`config.mk`:
```
export PLATFORM = sky130hd
export DESIGN_NAME = mser_out_ctrl
export DESIGN_NICKNAME = d
export VERILOG_FILES = /design/src/rtl/mser_pkg.sv /design/src/rtl/mser_bit_timer.sv /design/src/rtl/mser_shifter.sv /design/src/rtl/mser_out_ctrl.sv
export SDC_FILE = /design/constraint.sdc
export NUM_CORES = 1
export LEC_CHECK = 0
export BUFFER_PORTS_ARGS = -buffer_cell sky130_fd_sc_hd__buf_4
export CAP_MARGIN = 20
export CORE_MARGIN = 2
export CORE_UTILIZATION = 25
export DETAILED_ROUTE_END_ITERATION = 7
export PLACE_DENSITY = 0.5
export SETUP_SLACK_MARGIN = 0.15
export SYNTH_ARGS = -nofsm -noshare
export SYNTH_HDL_FRONTEND = slang
export SYNTH_SLANG_ARGS = --single-unit
```
`constraint.sdc`:
```
create_clock -name clk_i -period 2 [get_ports clk_i]
set_input_delay 0.3 -clock clk_i [delete_from_list [all_inputs] [get_ports clk_i]]
set_output_delay 0.3 -clock clk_i [all_outputs]
set_load 0.05 [all_outputs]
```
`src/rtl/mser_pkg.sv`:
```
package mser_pkg;
    typedef enum logic {
        RD_AFTER  = 1'b0,
        RD_DURING = 1'b1
    } rd_mode_e;
endpackage

```
`src/rtl/mser_bit_timer.sv`:
```
// Paces one bit period: low quarter, high half, low quarter.
module mser_bit_timer #(
    parameter int QUART_FAST = 1,
    parameter int QUART_SLOW = 2
) (
    input  logic clk_i,
    input  logic rst_ni,
    input  logic load_i,
    input  logic run_i,
    input  logic slow_i,
    output logic sclk_raw_o,
    output logic bit_end_o
);
    localparam int CYC_W = $clog2(4 * QUART_SLOW);
    localparam logic [CYC_W-1:0] LAST_F = CYC_W'(4 * QUART_FAST - 1);
    localparam logic [CYC_W-1:0] LAST_S = CYC_W'(4 * QUART_SLOW - 1);
    localparam logic [CYC_W-1:0] RISE_F = CYC_W'(QUART_FAST);
    localparam logic [CYC_W-1:0] RISE_S = CYC_W'(QUART_SLOW);
    localparam logic [CYC_W-1:0] FALL_F = CYC_W'(3 * QUART_FAST);
    localparam logic [CYC_W-1:0] FALL_S = CYC_W'(3 * QUART_SLOW);

    typedef struct packed {
        logic [CYC_W-1:0] cyc;
        logic             slow;
        logic             sclk;
    } tmr_t;

    tmr_t             st_d, st_q;
    logic [CYC_W-1:0] last_c, rise_c, fall_c, ncyc;

    always_comb begin
        last_c    = st_q.slow ? LAST_S : LAST_F;
        rise_c    = st_q.slow ? RISE_S : RISE_F;
        fall_c    = st_q.slow ? FALL_S : FALL_F;
        bit_end_o = run_i && (st_q.cyc == last_c);
        ncyc      = bit_end_o ? '0 : st_q.cyc + 1'b1;
        st_d      = st_q;
        if (load_i) begin
            st_d.cyc  = '0;
            st_d.slow = slow_i;
            st_d.sclk = 1'b0;
        end else if (run_i) begin
            st_d.cyc  = ncyc;
            st_d.sclk = (ncyc >= rise_c) && (ncyc < fall_c);
        end else begin
            st_d.cyc  = '0;
            st_d.sclk = 1'b0;
        end
    end

    always_ff @(posedge clk_i or negedge rst_ni) begin
        if (!rst_ni) st_q <= '0;
        else         st_q <= st_d;
    end

    assign sclk_raw_o = st_q.sclk;
endmodule

```
`src/rtl/mser_shifter.sv`:
```
// Holds the outgoing word and counts the bits already sent.
module mser_shifter #(
    parameter int WORD_W = 16
) (
    input  logic              clk_i,
    input  logic              rst_ni,
    input  logic              load_i,
    input  logic [WORD_W-1:0] word_i,
    input  logic              step_i,
    output logic              msb_o,
    output logic              last_o
);
    localparam int CNT_W = $clog2(WORD_W);
    localparam logic [CNT_W-1:0] LAST_BIT = CNT_W'(WORD_W - 1);

    typedef struct packed {
        logic [WORD_W-1:0] sh;
        logic [CNT_W-1:0]  cnt;
    } shf_t;

    shf_t st_d, st_q;

    always_comb begin
        st_d = st_q;
        if (load_i) begin
            st_d.sh  = word_i;
            st_d.cnt = '0;
        end else if (step_i) begin
            if (st_q.cnt == LAST_BIT) begin
                st_d.sh  = '0;
                st_d.cnt = '0;
            end else begin
                st_d.sh  = {st_q.sh[WORD_W-2:0], 1'b0};
                st_d.cnt = st_q.cnt + 1'b1;
            end
        end
    end

    always_ff @(posedge clk_i or negedge rst_ni) begin
        if (!rst_ni) st_q <= '0;
        else         st_q <= st_d;
    end

    assign msb_o  = st_q.sh[WORD_W-1];
    assign last_o = (st_q.cnt == LAST_BIT);
endmodule

```
`src/rtl/mser_out_ctrl.sv`:
```
module mser_out_ctrl
    import mser_pkg::*;
#(
    parameter int WORD_W     = 16,
    parameter int QUART_FAST = 1,
    parameter int QUART_SLOW = 2
) (
    input  logic              clk_i,
    input  logic              rst_ni,
    input  logic              cnv_req_i,
    input  logic              read_during_i,
    input  logic              slow_sclk_i,
    input  logic              sclk_inv_i,
    input  logic              sync_inv_i,
    output logic              conv_start_o,
    input  logic              conv_done_i,
    input  logic [WORD_W-1:0] conv_word_i,
    output logic              busy_o,
    output logic              sclk_o,
    output logic              sync_o,
    output logic              sdout_o
);
    typedef struct packed {
        logic              busy;
        logic              go;
        logic              frame;
        rd_mode_e          mode;
        logic [WORD_W-1:0] last;
    } ctrl_t;

    ctrl_t             st_d, st_q;
    logic              accept, done_ok, load, frame_end;
    logic [WORD_W-1:0] load_word;
    logic              bit_end, last_bit, msb, sclk_raw;
    logic              frame_act, mode_during;

    always_comb begin
        accept    = cnv_req_i && !st_q.busy && !st_q.frame;
        done_ok   = conv_done_i && st_q.busy;
        load      = (accept && read_during_i) ||
                    (done_ok && (st_q.mode == RD_AFTER));
        load_word = accept ? st_q.last : conv_word_i;
        frame_end = bit_end && last_bit;

        st_d    = st_q;
        st_d.go = 1'b0;
        if (accept) begin
            st_d.busy = 1'b1;
            st_d.go   = 1'b1;
            st_d.mode = rd_mode_e'(read_during_i);
        end
        if (done_ok) begin
            st_d.last = conv_word_i;
            if (st_q.mode == RD_DURING) st_d.busy = 1'b0;
        end
        if (frame_end) begin
            st_d.frame = 1'b0;
            if (st_q.mode == RD_AFTER) st_d.busy = 1'b0;
        end
        if (load) st_d.frame = 1'b1;
    end

    always_ff @(posedge clk_i or negedge rst_ni) begin
        if (!rst_ni) st_q <= '0;
        else         st_q <= st_d;
    end

    mser_bit_timer #(
        .QUART_FAST (QUART_FAST),
        .QUART_SLOW (QUART_SLOW)
    ) timer_i (
        .clk_i      (clk_i),
        .rst_ni     (rst_ni),
        .load_i     (load),
        .run_i      (st_q.frame),
        .slow_i     (slow_sclk_i),
        .sclk_raw_o (sclk_raw),
        .bit_end_o  (bit_end)
    );

    mser_shifter #(
        .WORD_W (WORD_W)
    ) shift_i (
        .clk_i  (clk_i),
        .rst_ni (rst_ni),
        .load_i (load),
        .word_i (load_word),
        .step_i (bit_end),
        .msb_o  (msb),
        .last_o (last_bit)
    );

    assign frame_act    = st_q.frame;
    assign mode_during  = (st_q.mode == RD_DURING);
    assign busy_o       = st_q.busy;
    assign conv_start_o = st_q.go;
    assign sync_o       = st_q.frame ^ sync_inv_i;
    assign sclk_o       = sclk_raw ^ sclk_inv_i;
    assign sdout_o      = st_q.frame & msb;
endmodule

```
==> results_dict.tcl, run 1 <==
set metrics [dict create \
    fin_worst_skew_ns 0.00787 \
    grt_max_degree 46 \
    fmax_ghz 0.568 \
    synth_area_leaders "dfrtp_1 48%, mux2i_1 6.8%, and4_1 5.6%, a21oi_1 4.5%, mux2_2 4.3%" \
    path_clk_slew_ns 0.09 \
    finalMaxSlewViolations 0 \
    critPathArrivalTime_ns 1.95 \
    power_density_mw_per_mm2 1450 \
    root_buffer "clkbuf_8" \
    viasPerCell 4.78 \
    start_kind "register" \
    hold_viol 1 \
    startpoint "timer_i.st_q[2]" \
    critPathTopFamily "compound AO/OA/AOI/OAI gates" \
    p_clk_share_pct 17.7 \
    cpMostUsedCell "and2_4" \
    synth_top_area_share_pct 48.0 \
    nFillCells 928 \
    violations "negative hold slack" \
    multi_input_area_mm2 0.00111 \
    grt_overflow 0 \
    die_h_um 101 \
    finalSetupViolations 0 \
    antenna_found_initial 0 \
    rr_startpoint "timer_i.st_q[2]" \
    slowest_stage "dfrtp_1" \
    status "complete, but fails checks" \
    swShare_pct 35.7 \
    diodes 0 \
    io_buffers 28 \
    holdCritPathClass "in2async" \
    path_max_fanout 3 \
    row_count 35 \
    ioPinCount 29 \
    first_pass_iters 4 \
    cts_tree "yes" \
    syn_to_final_growth_pct 19.6 \
    combPwrFrac_pct 42.8 \
    track_usage_pct 9.80 \
    power_frac_seq_pct 39.5 \
    max-cap-violations 0 \
    dpl_worst_slack_ns 0.286 \
    vias 1621 \
    die_w_um 101 \
    synth_top_area_cell "dfrtp_1" \
    power_switching_uw 1450 \
    regArea_mm2 0.00113 \
    synth-seq-cells 45 \
    mostFrequentLayoutCell "dfrtp_1" \
    layout_common_cells "45 x dfrtp_1, 38 x buf_4, 21 x a21oi_1" \
    final_antenna_net_count 0 \
    syn_area_mm2 0.00235 \
    core_mm2 0.00915 \
    cts_made_buffers 5 \
    worst-path-buf-inv 0 \
    yosysWarnings 0 \
    synth_fp_nets 223 \
    post-route-worst-setup-slack_ns 0.238 \
    criticalPathCategory "reg2reg" \
    setup-tns-final_ns 0 \
    ys_types 40 \
    wl_per_cell_um 14.0 \
    totalWireLength_um 4750 \
    ys_seq_area_share_pct 48.0 \
    slowest_delay_ns 0.39 \
    power.leakage_uw 0.00115 \
    die_area_mm2 0.0102 \
    finalCriticalPeriod_ns 1.76 \
    cts_sinks 45 \
    ir_worst_vdd_mv 0.549 \
    place.gp.congestion 0.784 \
    htreeDepth 2 \
    hold_slack_ns -0.00225 \
    crit_path_cell_trace "ha_2, and2_4, nand2_2, and2_4, ha_4, a21oi_1, o21a_1, a311oi_1" \
    clk_latency_ns 0.29 \
    critPathCaptureType "register" \
    first_global_vias 1681 \
    synthCells 195 \
    slew_headroom_pct 60.3 \
    tightestPinTransition_ns 0.595 \
    drc_errors 0 \
    synth_area_per_cell_um2 12.0 \
    p_int_uw 2610 \
    initial_core_util_pct 25.6 \
    dp_hpwl_um 3070 \
    drive_above_1_share_pct 31.1 \
    grt_pass1_wl_um 8030 \
    finalCritPeriodShare_pct 88.1 \
    rsz0062_at_grt "no" \
    drtIter0Drc 61 \
    required_ns 2.19 \
    fin_nets 255 \
    clock_tree.buffer_depth 2 \
]
==> registers in the layout, summed over array words and instances (netlist names) <==
register and count:
mode_during 1, frame_act 1, timer_i.st_q 4, conv_start_o 1, shift_i.msb_o 1, shift_i.st_q 19, timer_i.sclk_raw_o 1, st_q 16
busy_o 1
==> cell families (layout without fill, tap and decap cells) <==
| family | after synthesis | count (layout) | share of synthesized area [%] |
|---|---|---|---|
| flip-flops | 45 | 45 | 48.0 |
| adder cells (fa/ha/maj) | 4 | 4 | 2.13 |
| multiplexers | 33 | 33 | 15.0 |
| AND/OR/NAND/NOR | 43 | 43 | 12.7 |
| buffers and inverters | 17 | 50 | 5.54 |
| XOR/XNOR | 4 | 4 | 1.81 |
| AO/OA/AOI/OAI | 49 | 49 | 14.9 |
==> worst reg2reg max path, cell delays in order, from the launching register on <==
cell,delay [ns]
dfrtp_1,0.39
ha_2,0.20
and2_4,0.15
nand2_2,0.06
and2_4,0.15
ha_4,0.25
a21oi_1,0.05
o21a_1,0.16
a311oi_1,0.26
==> Yosys cell counts, drive strengths merged <==
cell,count
dfrtp,45
inv,3
nand3,2
xor2,3
and2,4
clkbuf,1
or2,1
a31oi,1
o2bb2ai,1
a2bb2oi,1
nor3,2
nor3b,1
mux2,17
mux2i,16
and3,2
nand2,8
o21ai,3
nand3b,1
a41oi,1
and4,15
nand2b,3
ha,4
nor2b,2
xnor2,1
a21oi,22
buf,13
nor2,2
a311oi,1
o21a,2
a211oi,15
a21o,2
==> through the flow <==
stage          instances  area, um^2  util [%]  total power, uW  hold slack [ns]
5_1_grt              339        2810      30.7             4400           0.0458
4_1_cts              338        2780      30.4             4010           0.0284
6_report             339        2810      30.7             4060         -0.00225
3_3_place_gp         330        2670      29.1             3240            0.354
3_5_place_dp         330        2670      29.1             3280            0.356
2_1_floorplan        195        2350         -             2900          0.00441
==> path summary, 6_finish.rpt <==
kind,endpoint,slack (ns),cells past startpoint
max in group asynchronous,st_q[0],1.59,1
max reg2reg,timer_i.sclk_raw_o,0.24,8
max,timer_i.sclk_raw_o,0.24,8
min reg2reg,st_q[8],0.50,1
min in group clk_i,st_q[13],0.22,2
min,timer_i.sclk_raw_o,-0.002,1
==> cell type report <==
class	instances	area share, %
inverter	3	0.401
timing repair buffer	39	10.9
multi-input combinational	133	39.5
tap	111	4.95
clock buffer	7	3.08
clock inverter	1	1.07
sequential	45	40.1
==> routing by layer <==
layer | GRT usage, % | share of wire (%) | routed length (um) | up-vias
met3 | 2.15 | 3.3 | 155 | 4
met2 | 15.9 | 48 | 2270 | 26
met1 | 13.1 | 48 | 2280 | 805
met5 | 0 | 0 | 0 | -
met4 | 2.70 | 0.84 | 40 | 0
li1 | - | - | - | 786
==> power by group through the flow <==
stage / clock network, uW / registers (uW) / logic [uW]
floorplan: 0 / 1600 / 1300
global placement: 0 / 1610 / 1640
detailed placement: 0 / 1620 / 1660
CTS: 743 / 1600 / 1670
global route: 781 / 1680 / 1940
finish: 718 / 1600 / 1740
==> what timing repair did <==
action	4_1_cts	5_1_grt
buffers inserted	0	1
gates resized for setup	0	2
endpoints found under the setup margin	0	1
hold buffers	0	0
Power figures use the tool's default switching activity.
==> run 2: changes to the inputs <==
- BUFFER_PORTS_ARGS: -buffer_cell sky130_fd_sc_hd__buf_4 -> default
- DONT_BUFFER_PORTS: default -> 1
- PLACE_DENSITY: 0.5 -> 0.48
==> run 2 against run 1 <==
The flow now finishes without violations. Routed wire length is 1.4% lower. Non-clock buffer count shrank 25. Sequential share of layout area rose by 2.5 points. First-iteration DRC count is 3.3% higher. Maximum frequency up 4.2%. Final area down 6.0%.
==> results_dict.tcl, run 2 (synthesized netlist as in run 1, its figures left out) <==
set metrics [dict create \
    status "completed" \
    initial_core_util_pct 25.6 \
    power_density_mw_per_mm2 1480 \
    grt_max_degree 46 \
    vias 1491 \
    drtIter0Drc 63 \
    p_int_uw 2520 \
    hold_viol 0 \
    io_buffers 0 \
    fin_worst_skew_ns 0.00890 \
    viasPerCell 4.75 \
    largest_register_ffs 19 \
    critPathArrivalTime_ns 1.89 \
    grt_pass1_wl_um 7820 \
    cts_setup_buffers 0 \
    place_area_mm2 0.00248 \
    power.leakage_uw 0.00104 \
    drc_errors 0 \
    finalCritPeriodShare_pct 84.5 \
    start_kind "register" \
    hold_slack_ns 0.128 \
    mostFrequentLayoutCell "dfrtp_1" \
    totalWireLength_um 4680 \
    finalMaxSlewViolations 0 \
    finalCriticalPeriod_ns 1.69 \
    power_frac_seq_pct 41.1 \
    diodes 0 \
    grt_overflow 0 \
    clock_tree.buffer_depth 2 \
    slew_headroom_pct 66.5 \
    core_mm2 0.00915 \
    power_switching_uw 1380 \
    die_w_um 101 \
    row_count 35 \
    holdCritPathClass "in2reg" \
    syn_to_final_growth_pct 12.4 \
    track_usage_pct 9.86 \
    final_area_mm2 0.00264 \
    tightestPinTransition_ns 0.505 \
    fmax_ghz 0.592 \
    nFillCells 952 \
    first_pass_iters 4 \
    root_buffer "clkbuf_8" \
    ir_worst_vdd_mv 0.532 \
    fin_nets 230 \
    first_global_vias 1602 \
    critPathCaptureType "register" \
    wl_per_cell_um 14.9 \
    htreeDepth 2 \
    dp.cells 304 \
    postCtsHoldBufs 2 \
    layout_common_cells "45 x dfrtp_1, 21 x a21oi_1, 16 x mux2i_1" \
    finalSetupViolations 0 \
    cts_made_buffers 5 \
    regMostFlops "shift_i.st_q" \
    path_max_fanout 3 \
    largestRegisters "shift_i.st_q (19), st_q (16), timer_i.st_q (4)" \
    final_antenna_net_count 0 \
    criticalPathCategory "reg2reg" \
    final_cells 314 \
    die_h_um 101 \
    cts_tree "yes" \
    path_clk_slew_ns 0.09 \
    multi_input_area_mm2 0.00109 \
    combPwrFrac_pct 40.7 \
    antenna_found_initial 0 \
    regArea_mm2 0.00113 \
    rsz0062_at_grt "no" \
    post_cts_resized 0 \
    setup-tns-final_ns 0 \
    clk_latency_ns 0.30 \
    dp_hpwl_um 3070 \
    ioPinCount 29 \
    p_clk_share_pct 18.2 \
    required_ns 2.20 \
    swShare_pct 35.4 \
    place.gp.congestion 0.721 \
    max-cap-violations 0 \
    die_area_mm2 0.0102 \
    drive_above_1_share_pct 21.2 \
    cts_sinks 45 \
]
## run 2: worst paths after layout
kind	from	endpoint	slack (ns)	depth (start not counted)
setup / recovery	timer_i.st_q[2]	timer_i.sclk_raw_o	0.31	8
hold / removal	conv_word_i[6]	st_q[6]	0.13	1
setup reg to reg	timer_i.st_q[2]	timer_i.sclk_raw_o	0.31	8
hold reg to reg	timer_i.st_q[2]	timer_i.st_q[2]	0.47	1
max in group asynchronous	rst_ni	shift_i.st_q[15]	1.27	2
min in group asynchronous	rst_ni	mode_during	0.52	2
## run 2: critical path: stages, from the launching register on
cell and delay (ns):
dfrtp_1 0.38, ha_2 0.20, and2_4 0.14, nand2_2 0.05
and2_1 0.17, ha_1 0.27, a21oi_1 0.05, o21a_1 0.16
a311oi_1 0.18
## run 2: layout make-up
| class | count | area share (%) |
|---|---|---|
| multi-input cells | 133 | 41.4 |
| repair buffers | 14 | 5.78 |
| flip-flops and latches | 45 | 42.7 |
| well taps | 111 | 5.26 |
| clock inverters | 1 | 1.14 |
| clock buffers | 7 | 3.27 |
| inverters | 3 | 0.427 |
## run 2: metal layers
metal	part of all wire, %	track usage (%)
met1	49	12.9
met2	47	16.1
met3	3.7	2.57
met4	1.0	2.81
met5	0	0
## run 2: metrics by stage
step	total power [uW]	utilization (%)	worst slack (ns)
floorplan	2900	-	0.159
finish	3900	28.8	0.310
detailed placement	3210	27.1	0.316
global placement	3180	27.1	0.347
global route	4240	28.8	0.159
CTS	3980	28.8	0.296
## run 2: power by group through the flow
stage | combinational [uW] | sequential [uW] | clock [uW]
final | 1590 | 1600 | 709
after floorplan | 1300 | 1600 | 0
after global routing | 1790 | 1660 | 782
after detailed placement | 1580 | 1630 | 0
after CTS | 1620 | 1610 | 747
after global placement | 1560 | 1610 | 0
